===== src/rtl/trit_wpkg.sv =====
// Package: shared code constants and the detector-to-storage pair mapping.
// Assumes two bits per trit on both the detector and the storage side.
package trit_wpkg;

    typedef logic [1:0] pair_t;

    // Storage code values
    localparam pair_t CODE_ZERO = 2'b00;
    localparam pair_t CODE_ONE  = 2'b01;
    localparam pair_t CODE_U    = 2'b10;
    localparam pair_t CODE_RSV  = 2'b11;

    // Detector latch pair values
    localparam pair_t DET_DARK  = 2'b00;
    localparam pair_t DET_HORIZ = 2'b10;
    localparam pair_t DET_VERT  = 2'b11;

    // Maps one detector pair onto its storage code; the illegal pair goes to the reserved code
    function automatic pair_t map_pair(input pair_t d);
        pair_t r;
        case (d)
            DET_VERT:  r = CODE_ONE;
            DET_HORIZ: r = CODE_U;
            DET_DARK:  r = CODE_ZERO;
            default:   r = CODE_RSV;
        endcase
        return r;
    endfunction

endpackage


===== src/rtl/trit_recode.sv =====
// Module: trit_recode
// Converts every detector pair of a result into its storage code and flags any
// pair that no detector state can produce. Purely combinational.
// Assumes trit t sits at bits [2t+1:2t].
module trit_recode
    import trit_wpkg::*;
#(
    parameter int TRITS = 192
) (
    input  logic [2*TRITS-1:0] det_bits,
    output logic [2*TRITS-1:0] code_bits,
    output logic               bad_any
);

    logic [TRITS-1:0] bad;

    for (genvar t = 0; t < TRITS; t++) begin : g_trit
        // Per-trit remap and illegal-pair detect
        assign code_bits[2*t +: 2] = map_pair(det_bits[2*t +: 2]);
        assign bad[t]              = (det_bits[2*t +: 2] == 2'b01);
    end

    assign bad_any = |bad;

endmodule


===== src/rtl/word_serializer.sv =====
// Module: word_serializer
// Captures a full converted result into a holding register, then emits it as
// WORD_W-bit words, least-significant first, under valid/ready.
// Assumes the downstream side only takes a word when valid and ready are both high.
module word_serializer #(
    parameter int BITS   = 384,
    parameter int WORD_W = 64,
    localparam int NWORDS = (BITS + WORD_W - 1) / WORD_W,
    localparam int IDX_W  = (NWORDS > 1) ? $clog2(NWORDS) : 1,
    localparam int PAD    = NWORDS * WORD_W
) (
    input  logic              clk,
    input  logic              rst_n,
    input  logic              load_valid,
    output logic              load_ready,
    input  logic [BITS-1:0]   load_bits,
    input  logic              load_err,
    output logic              err_held,
    output logic              out_valid,
    input  logic              out_ready,
    output logic [WORD_W-1:0] out_word,
    output logic [IDX_W-1:0]  out_idx,
    output logic              out_last
);

    logic [PAD-1:0]   hold;
    logic             busy;
    logic [IDX_W-1:0] idx;

    // Capture a result when idle, then walk the word index on each accepted beat
    always_ff @(posedge clk) begin
        if (!rst_n) begin
            hold     <= '0;
            busy     <= 1'b0;
            idx      <= '0;
            err_held <= 1'b0;
        end else if (!busy) begin
            if (load_valid) begin
                hold            <= '0;
                hold[BITS-1:0]  <= load_bits;
                err_held        <= load_err;
                busy            <= 1'b1;
                idx             <= '0;
            end
        end else if (out_ready) begin
            if (idx == IDX_W'(NWORDS - 1)) begin
                busy     <= 1'b0;
                err_held <= 1'b0;
            end else begin
                idx <= idx + 1'b1;
            end
        end
    end

    // Word select and handshake outputs
    assign load_ready = !busy;
    assign out_valid  = busy;
    assign out_idx    = idx;
    assign out_last   = (idx == IDX_W'(NWORDS - 1));
    assign out_word   = hold[idx*WORD_W +: WORD_W];

    a_r6_hold_when_stalled: assert property (@(posedge clk) disable iff (!rst_n)
        (out_valid && !out_ready) |=> (out_valid && $stable(out_word) && $stable(out_idx)));

    a_r5_index_steps: assert property (@(posedge clk) disable iff (!rst_n)
        (out_valid && out_ready && !out_last) |=> (out_valid && out_idx == $past(out_idx) + 1'b1));

    a_r7_ready_after_last: assert property (@(posedge clk) disable iff (!rst_n)
        (out_valid && out_ready && out_last) |=> (load_ready && !out_valid));

    a_r4_index_in_range: assert property (@(posedge clk) disable iff (!rst_n)
        out_valid |-> ({1'b0, out_idx} < (IDX_W+1)'(NWORDS)));

endmodule


===== src/rtl/word_gather.sv =====
// Module: word_gather
// Assembles indexed read words into a full result and, when the final slot is
// written, publishes per-trit modulator control bits. Stored codes are used as is.
// Assumes in_idx names an existing slot whenever in_valid is high.
module word_gather #(
    parameter int TRITS  = 192,
    parameter int WORD_W = 64,
    localparam int BITS   = 2 * TRITS,
    localparam int NWORDS = (BITS + WORD_W - 1) / WORD_W,
    localparam int IDX_W  = (NWORDS > 1) ? $clog2(NWORDS) : 1,
    localparam int PAD    = NWORDS * WORD_W
) (
    input  logic              clk,
    input  logic              rst_n,
    input  logic              in_valid,
    input  logic [IDX_W-1:0]  in_idx,
    input  logic [WORD_W-1:0] in_word,
    output logic              out_pulse,
    output logic [TRITS-1:0]  mod_a,
    output logic [TRITS-1:0]  mod_b
);

    logic [PAD-1:0]  asm_q;
    logic [PAD-1:0]  merged;
    logic [BITS-1:0] frozen;
    logic            last_hit;

    // Overlay the incoming word on the partial assembly
    always_comb begin
        merged = asm_q;
        merged[in_idx*WORD_W +: WORD_W] = in_word;
    end

    assign last_hit = in_valid && (in_idx == IDX_W'(NWORDS - 1));

    // Store words by slot and freeze the result when the final slot arrives
    always_ff @(posedge clk) begin
        if (!rst_n) begin
            asm_q     <= '0;
            frozen    <= '0;
            out_pulse <= 1'b0;
        end else begin
            if (in_valid) asm_q <= merged;
            if (last_hit) frozen <= merged[BITS-1:0];
            out_pulse <= last_hit;
        end
    end

    for (genvar t = 0; t < TRITS; t++) begin : g_mod
        // Per-trit modulator drive from the stored code pair
        assign mod_a[t] = ~(frozen[2*t+1] | frozen[2*t]);
        assign mod_b[t] = frozen[2*t];
    end

    a_r8_pulse_follows_last: assert property (@(posedge clk) disable iff (!rst_n)
        (in_valid && in_idx == IDX_W'(NWORDS - 1)) |=> out_pulse);

    a_r8_single_pulse: assert property (@(posedge clk) disable iff (!rst_n)
        out_pulse |-> $past(in_valid));

endmodule


===== src/rtl/trit_word_path.sv =====
// Module: trit_word_path (top)
// Write side: detector pairs are recoded and serialized into indexed memory words.
// Read side: indexed memory words are gathered and turned into modulator bits.
// Assumes one result in flight on the write side at a time.
module trit_word_path #(
    parameter int TRITS  = 192,
    parameter int WORD_W = 64,
    localparam int BITS   = 2 * TRITS,
    localparam int NWORDS = (BITS + WORD_W - 1) / WORD_W,
    localparam int IDX_W  = (NWORDS > 1) ? $clog2(NWORDS) : 1
) (
    input  logic              clk,
    input  logic              rst_n,
    input  logic              det_valid,
    output logic              det_ready,
    input  logic [BITS-1:0]   det_pairs,
    output logic              code_err,
    output logic              wr_valid,
    input  logic              wr_ready,
    output logic [WORD_W-1:0] wr_data,
    output logic [IDX_W-1:0]  wr_idx,
    output logic              wr_last,
    input  logic              rd_valid,
    input  logic [IDX_W-1:0]  rd_idx,
    input  logic [WORD_W-1:0] rd_data,
    output logic              out_valid,
    output logic [TRITS-1:0]  mod_a,
    output logic [TRITS-1:0]  mod_b
);

    logic [BITS-1:0] code_bits;
    logic            bad_any;

    trit_recode #(.TRITS(TRITS)) u_recode (
        .det_bits  (det_pairs),
        .code_bits (code_bits),
        .bad_any   (bad_any)
    );

    word_serializer #(.BITS(BITS), .WORD_W(WORD_W)) u_ser (
        .clk        (clk),
        .rst_n      (rst_n),
        .load_valid (det_valid),
        .load_ready (det_ready),
        .load_bits  (code_bits),
        .load_err   (bad_any),
        .err_held   (code_err),
        .out_valid  (wr_valid),
        .out_ready  (wr_ready),
        .out_word   (wr_data),
        .out_idx    (wr_idx),
        .out_last   (wr_last)
    );

    word_gather #(.TRITS(TRITS), .WORD_W(WORD_W)) u_gather (
        .clk       (clk),
        .rst_n     (rst_n),
        .in_valid  (rd_valid),
        .in_idx    (rd_idx),
        .in_word   (rd_data),
        .out_pulse (out_valid),
        .mod_a     (mod_a),
        .mod_b     (mod_b)
    );

endmodule


===== config.mk =====
export PLATFORM = sky130hd
export DESIGN_NAME = trit_word_path
export DESIGN_NICKNAME = d
export VERILOG_FILES = /design/src/rtl/trit_wpkg.sv /design/src/rtl/trit_recode.sv /design/src/rtl/word_serializer.sv /design/src/rtl/word_gather.sv /design/src/rtl/trit_word_path.sv
export SDC_FILE = /design/constraint.sdc
export NUM_CORES = 2
export LEC_CHECK = 0
export CAP_MARGIN = 20
export CORE_UTILIZATION = 30
export DETAILED_ROUTE_END_ITERATION = 8
export DONT_BUFFER_PORTS = 1
export PLACE_DENSITY_LB_ADDON = 0.3
export RECOVER_POWER = 100
export SETUP_SLACK_MARGIN = 0.05
export SLEW_MARGIN = 0
export SYNTH_ARGS = -nofsm -noshare
export SYNTH_HDL_FRONTEND = slang
export SYNTH_SLANG_ARGS = --single-unit

===== constraint.sdc =====
create_clock -name clk -period 2.7 [get_ports clk]
set_clock_uncertainty 0.15 [all_clocks]
set_input_delay 0.54 -clock clk [delete_from_list [all_inputs] [get_ports clk]]
set_output_delay 0.54 -clock clk [all_outputs]
set_load 0.02 [all_outputs]

After elaboration in Yosys (flattened, before gate mapping)
Cells that the tools add are included.
{"block": "op_classes", "mux": 205, "addsub": 2, "n_bitwise": 385, "n_eq_ne": 581, "shift": 3, "reduce_logical": 199}
{"op": "case mux 2 bit (3 select lines)", "count": 192}
{"op": "equality test 2 bit (second input constant)", "count": 384}
{"op": "bitwise mux 384 bit", "count": 1}
{"op": "equality test 2 x 1 -> 1 bit (second input constant)", "count": 192}
{"op": "logical NOT 2 bit", "count": 192}
{"op": "variable shift 64 x 34 -> 384 bit (first input constant)", "count": 1}
{"op": "variable part select 384 x 10 -> 64 bit", "count": 1}
{"op": "variable part select 64 x 34 -> 384 bit", "count": 1}
{"op": "NOT 1 bit", "count": 193}
{"op": "bitwise OR 1 bit", "count": 192}
{"op": "OR reduction 192 bit", "count": 1}
{"op": "negation 9 -> 34 bit", "count": 1}
{"op": "two-way mux 3 bit", "count": 4}
{"op": "two-way mux 1 bit", "count": 8}
{"op": "equality test 3 bit (second input constant)", "count": 2}
{"op": "inequality test 2 bit (second input constant)", "count": 3}
{"op": "AND reduction 3 bit", "count": 2}
{"op": "adder 3 x 1 -> 3 bit (second input constant)", "count": 1}
{"op": "AND reduction 2 bit", "count": 1}
{"op": "nonzero test 2 bit", "count": 1}
{"op": "logical AND 1 bit", "count": 1}
{"op": "logical NOT 1 bit", "count": 1}
{"block": "totals", "in_bits": 456, "regBits": 1158, "out_inout_bits": 456, "word_cells": 1382}

Logic depth before layout (Yosys ltp)
{"block": "depth", "word_depth": 4, "depth_mapped": 11, "depth_no_buf": 8}

Modules after synthesis
A second synthesis with hierarchy kept.
{"block": "hier_totals", "cells_unflattened": 7225, "area_unflattened_um2": 59055.4}
{"mod": "word_gather", "instances": 1, "cells_each": 4142, "seq_area_each_um2": 15394.8, "area_each_um2": 33702.3}
{"mod": "word_serializer", "instances": 1, "cells_each": 2059, "seq_area_each_um2": 7787.5, "area_each_um2": 17494.3}
{"mod": "trit_recode", "instances": 1, "cells_each": 1024, "seq_area_each_um2": 0.0, "area_each_um2": 7858.8}

Worst setup path after synthesis
Ideal clock, no wire load.
{"block": "synth_path", "kind": "flip-flop to output port", "start": "reg u_ser.idx[0], in the netlist u_ser.out_idx[0]", "end": "out wr_data[0]", "path_buffers": 4, "required_time_ps": 2010, "stages_incl_launch_ff": 7, "slack_ps": 124, "t_arrival_ps": 1886, "path_cell_list": "dfxtp_1 clkbuf_1 buf_2 buf_2 buf_2 mux2i_1 o22ai_1"}
{"block": "synth_between", "elab_chain_len": 1}
{"element": "start, declared", "line": "word_serializer.sv:28", "rtl": "logic [IDX_W-1:0] idx;"}
{"element": "start signal, assigned", "line": "word_serializer.sv:50", "rtl": "idx <= idx + 1'b1;"}
{"element": "variable part select 384 x 10 -> 64 bit", "line": "word_serializer.sv:60", "rtl": "assign out_word = hold[idx*WORD_W +: WORD_W];"}
{"element": "end, declared", "line": "trit_word_path.sv:20", "rtl": "output logic [WORD_W-1:0] wr_data,"}
Every way passes these cells.

Worst setup path after layout
{"block": "layout_path", "start": "reg u_ser.idx[0], in the netlist u_ser.out_idx[0]", "end": "out wr_data[2]"}
The elaborated chain is that of the path after synthesis.

==> impl_metrics.tcl <==
set metrics [dict create \
    ys_ff_latch 1158 \
    grt_pass1_vias 47270 \
    rows 155 \
    drtIter0Drc 3404 \
    crit_top_cell "buf_12" \
    tightest_slew_ps 1204 \
    critPathTopFamily "buffers and inverters" \
    period_needed_ps 3268 \
    setup_viol 131 \
    hp-class "in -> reg" \
    synth-compound-area-share_pct 17.12 \
    core-area_mm2 0.1792 \
    clkPwrFrac_pct 44.2 \
    drv_slew 0 \
    root_buffer "clkbuf_16" \
    hpwl_um 160600 \
    grt_max_degree 156 \
    synth_area_mm2 0.05431 \
    die_h_um 427.5 \
    grtUsageMet1_pct 25.71 \
    path_max_fanout 5 \
    start_util_pct 30.31 \
    h-tree-depth 4 \
    synthAdderAreaFrac_pct 9.031 \
    critPathSlowestCell "mux4_2" \
    syn_nets 7169 \
    final_common_cell "dfxtp_1" \
    synth-xor-area-share_pct 0.01613 \
    nets 7587 \
    setup.worst_path.start_class "flop" \
    cts_tree "built" \
    grtUsageMet3_pct 5.871 \
    vias 48770 \
    hold_viol 0 \
    final_util_pct 38.93 \
    met2_usage_pct 43.74 \
    rsz0062_at_grt "true" \
    clkLatencyLatePin_ps 820 \
    areaGrowthSynthToFinish_pct 28.46 \
    max_cap_viol_count 0 \
    ant_nets 0 \
    clock-sinks 1158 \
    fill_cells 17820 \
    synthMuxAreaShare_pct 6.193 \
    post_drt_wl_per_cell_um 24.99 \
    dpl_cell_area_mm2 0.05716 \
    finalPower_w 0.04532 \
    drc 0 \
    switching_share_pct 28.11 \
    path_buf_inv 5 \
    maxSlewHeadroom_pct 19.71 \
    max_stage_delay_ps 590 \
    synth_top_family_by_area "compound AO/OA/AOI/OAI gates" \
    p_int_w 0.03258 \
    violations "negative setup slack" \
    final_cell_mix "1155 x dfxtp_1, 934 x nor2_1, 731 x dlygate4sd3_1, 525 x nand2_1, 500 x a211oi_1" \
    max-clock-path-buffers 3 \
    cp.required_ps 2010 \
    synth_warnings 0 \
    cts_buffers 140 \
    timing.final.crit_share_pct 121.0 \
    drive_gt1_share_pct 10.08 \
    synth_cells 6321 \
    io-pin-count 912 \
    status "finished with violations" \
    grt.busiest_layer "met2" \
    setup_ws_ps -567.7 \
    crit_path_cell_trace "buf_12 -> buf_12 -> mux4_2 -> buf_12 -> clkinv_8 -> o22ai_4 -> buf_6" \
    die_area_mm2 0.1827 \
    final_cell_area_mm2 0.06976 \
    syn-mean-instance-area_um2 8.592 \
    p_per_area_mw_per_mm2 649.6 \
    ir_drop_mv 0.4856 \
    cp-end-kind "output port" \
    netSwitchingPower_w 0.01274 \
    crit_type "reg -> out" \
    clkSlewWorstSetupHoldPaths_ps 60 \
    multi_input_area_mm2 0.02660 \
    grt_pass1_wl_um 326100 \
    cp.arrival_ps 2580 \
    first_pass_iters 5 \
    leakagePower_nw 27.59 \
    seq_area_mm2 0.02319 \
    gp_congestion 0.8922 \
    power_frac_comb_pct 14.7 \
    routed_wl_um 231000 \
    pre_cts_ws_ps -653.9 \
    die_w_um 427.5 \
    via_per_inst 5.276 \
    antenna_found_initial 58 \
    yosysSeqAreaShare_pct 42.69 \
    grt_overflow 0 \
    max_clock_freq_mhz 306.0 \
    synth.distinct_cells 43 \
    globalRouteTotalUtil_pct 24.32 \
    fin_tns_setup_ps -58400 \
    portBuffers 0 \
    seq_power_share_pct 41.1 \
    yosys.area_share.simple_pct 16.03 \
]
==> power groups by stage <==
stage	registers [W]	logic [W]	clock network [W]
after floorplan	0.0186	0.00355	0
after global placement	0.0190	0.00501	0
after detailed placement	0.0190	0.00506	0
after CTS	0.0186	0.00671	0.0205
after global routing	0.0187	0.00714	0.0212
final	0.0186	0.00666	0.0200
==> registers in the layout, summed over array words and instances (netlist names) <==
name / count
u_gather.asm_q: 384
u_ser.err_held: 1
u_gather.frozen: 384
u_ser.hold: 384
u_ser.out_idx: 3
u_gather.out_pulse: 1
u_ser.out_valid: 1
==> per-layer routing <==
| layer | up-vias | routed length (µm) |
|---|---|---|
| met4 | 24 | 14650 |
| met1 | 23650 | 83680 |
| met2 | 1769 | 117700 |
| met5 | - | 161 |
| met3 | 572 | 14810 |
| li1 | 22760 | - |
==> kinds of logic after synthesis <==
family                     count (synthesis)
xor gates and xnor gates                   1
DFF                                     1158
muxes                                    256
buffers and inverters                   1026
AOI/OAI and AO/OA                       1413
adders and majority gates                392
and+or+nand+nor                         2075
==> stage by stage <==
stage | cells | hold WS (ps)
after floorplan | 6321 | 286.0
after global placement | 8200 | 291.2
after detailed placement | 8201 | 296.3
after CTS | 9201 | 2.151
after global routing | 9234 | 49.53
final | 9244 | 28.65
==> cells in the mapped netlist (all sizes together) <==
library cell / n / area (µm²)
nor3b: 1 / 7.510
and2: 2 / 12.51
nor2b: 2 / 12.51
or3: 1 / 6.260
nor2: 944 / 3551
o211a: 76 / 760.7
and4b: 1 / 10.01
inv: 263 / 987.2
ha: 392 / 4905
clkinv: 1 / 3.750
o21ai: 130 / 650.6
and3: 1 / 6.260
o211ai: 76 / 570.6
clkbuf: 395 / 1483
a211oi: 500 / 3754
a22oi: 128 / 960.9
nand2: 527 / 1978
mux2i: 192 / 1922
mux4: 64 / 1441
nor4b: 2 / 23.77
a31oi: 1 / 6.260
nand4: 15 / 100.1
a21oi: 438 / 2192
or4: 1 / 7.510
nor4: 49 / 306.5
or2: 3 / 18.77
buf: 367 / 2375
nor3: 388 / 1942
dfxtp: 1158 / 23180
nand3b: 1 / 20.02
xor2: 1 / 8.760
and2b: 1 / 7.510
o22ai: 64 / 400.4
nand3: 136 / 695.7
==> worst paths after layout <==
kind | from | endpoint | slack [ps] | cells after the start
setup / recovery | u_ser.out_idx[0] | wr_data[2] | -570 | 7
hold / removal | rst_n | u_gather.frozen[171] | 30 | 3
setup reg to reg | u_ser.out_valid | u_ser.hold[3] | 0 | 6
hold reg to reg | u_gather.asm_q[330] | u_gather.asm_q[330] | 300 | 2
==> layout make-up <==
type	instances	area share, %
timing repair buffer	1038	15.69
antenna	41	0.1471
clock inverter	50	1.074
sequential	1158	33.24
clock buffer	201	5.988
tap	2355	4.224
multi-input combinational	4137	38.13
inverter	264	1.501
==> timing repair <==
item	CTS	global route
hold buffers	733	0
buffers inserted	10	4
gates resized for setup	114	19
cloned	6	0
pin swaps	2	3
hold endpoints to repair	1153	0
setup endpoints to repair	72	66
==> tightest hold or removal path, cell delays in order <==
cell and delay [ps]:
buf_16 190, o21ai_0 120, a21oi_1 40
Note: power is estimated with default switching activity, not from simulation.
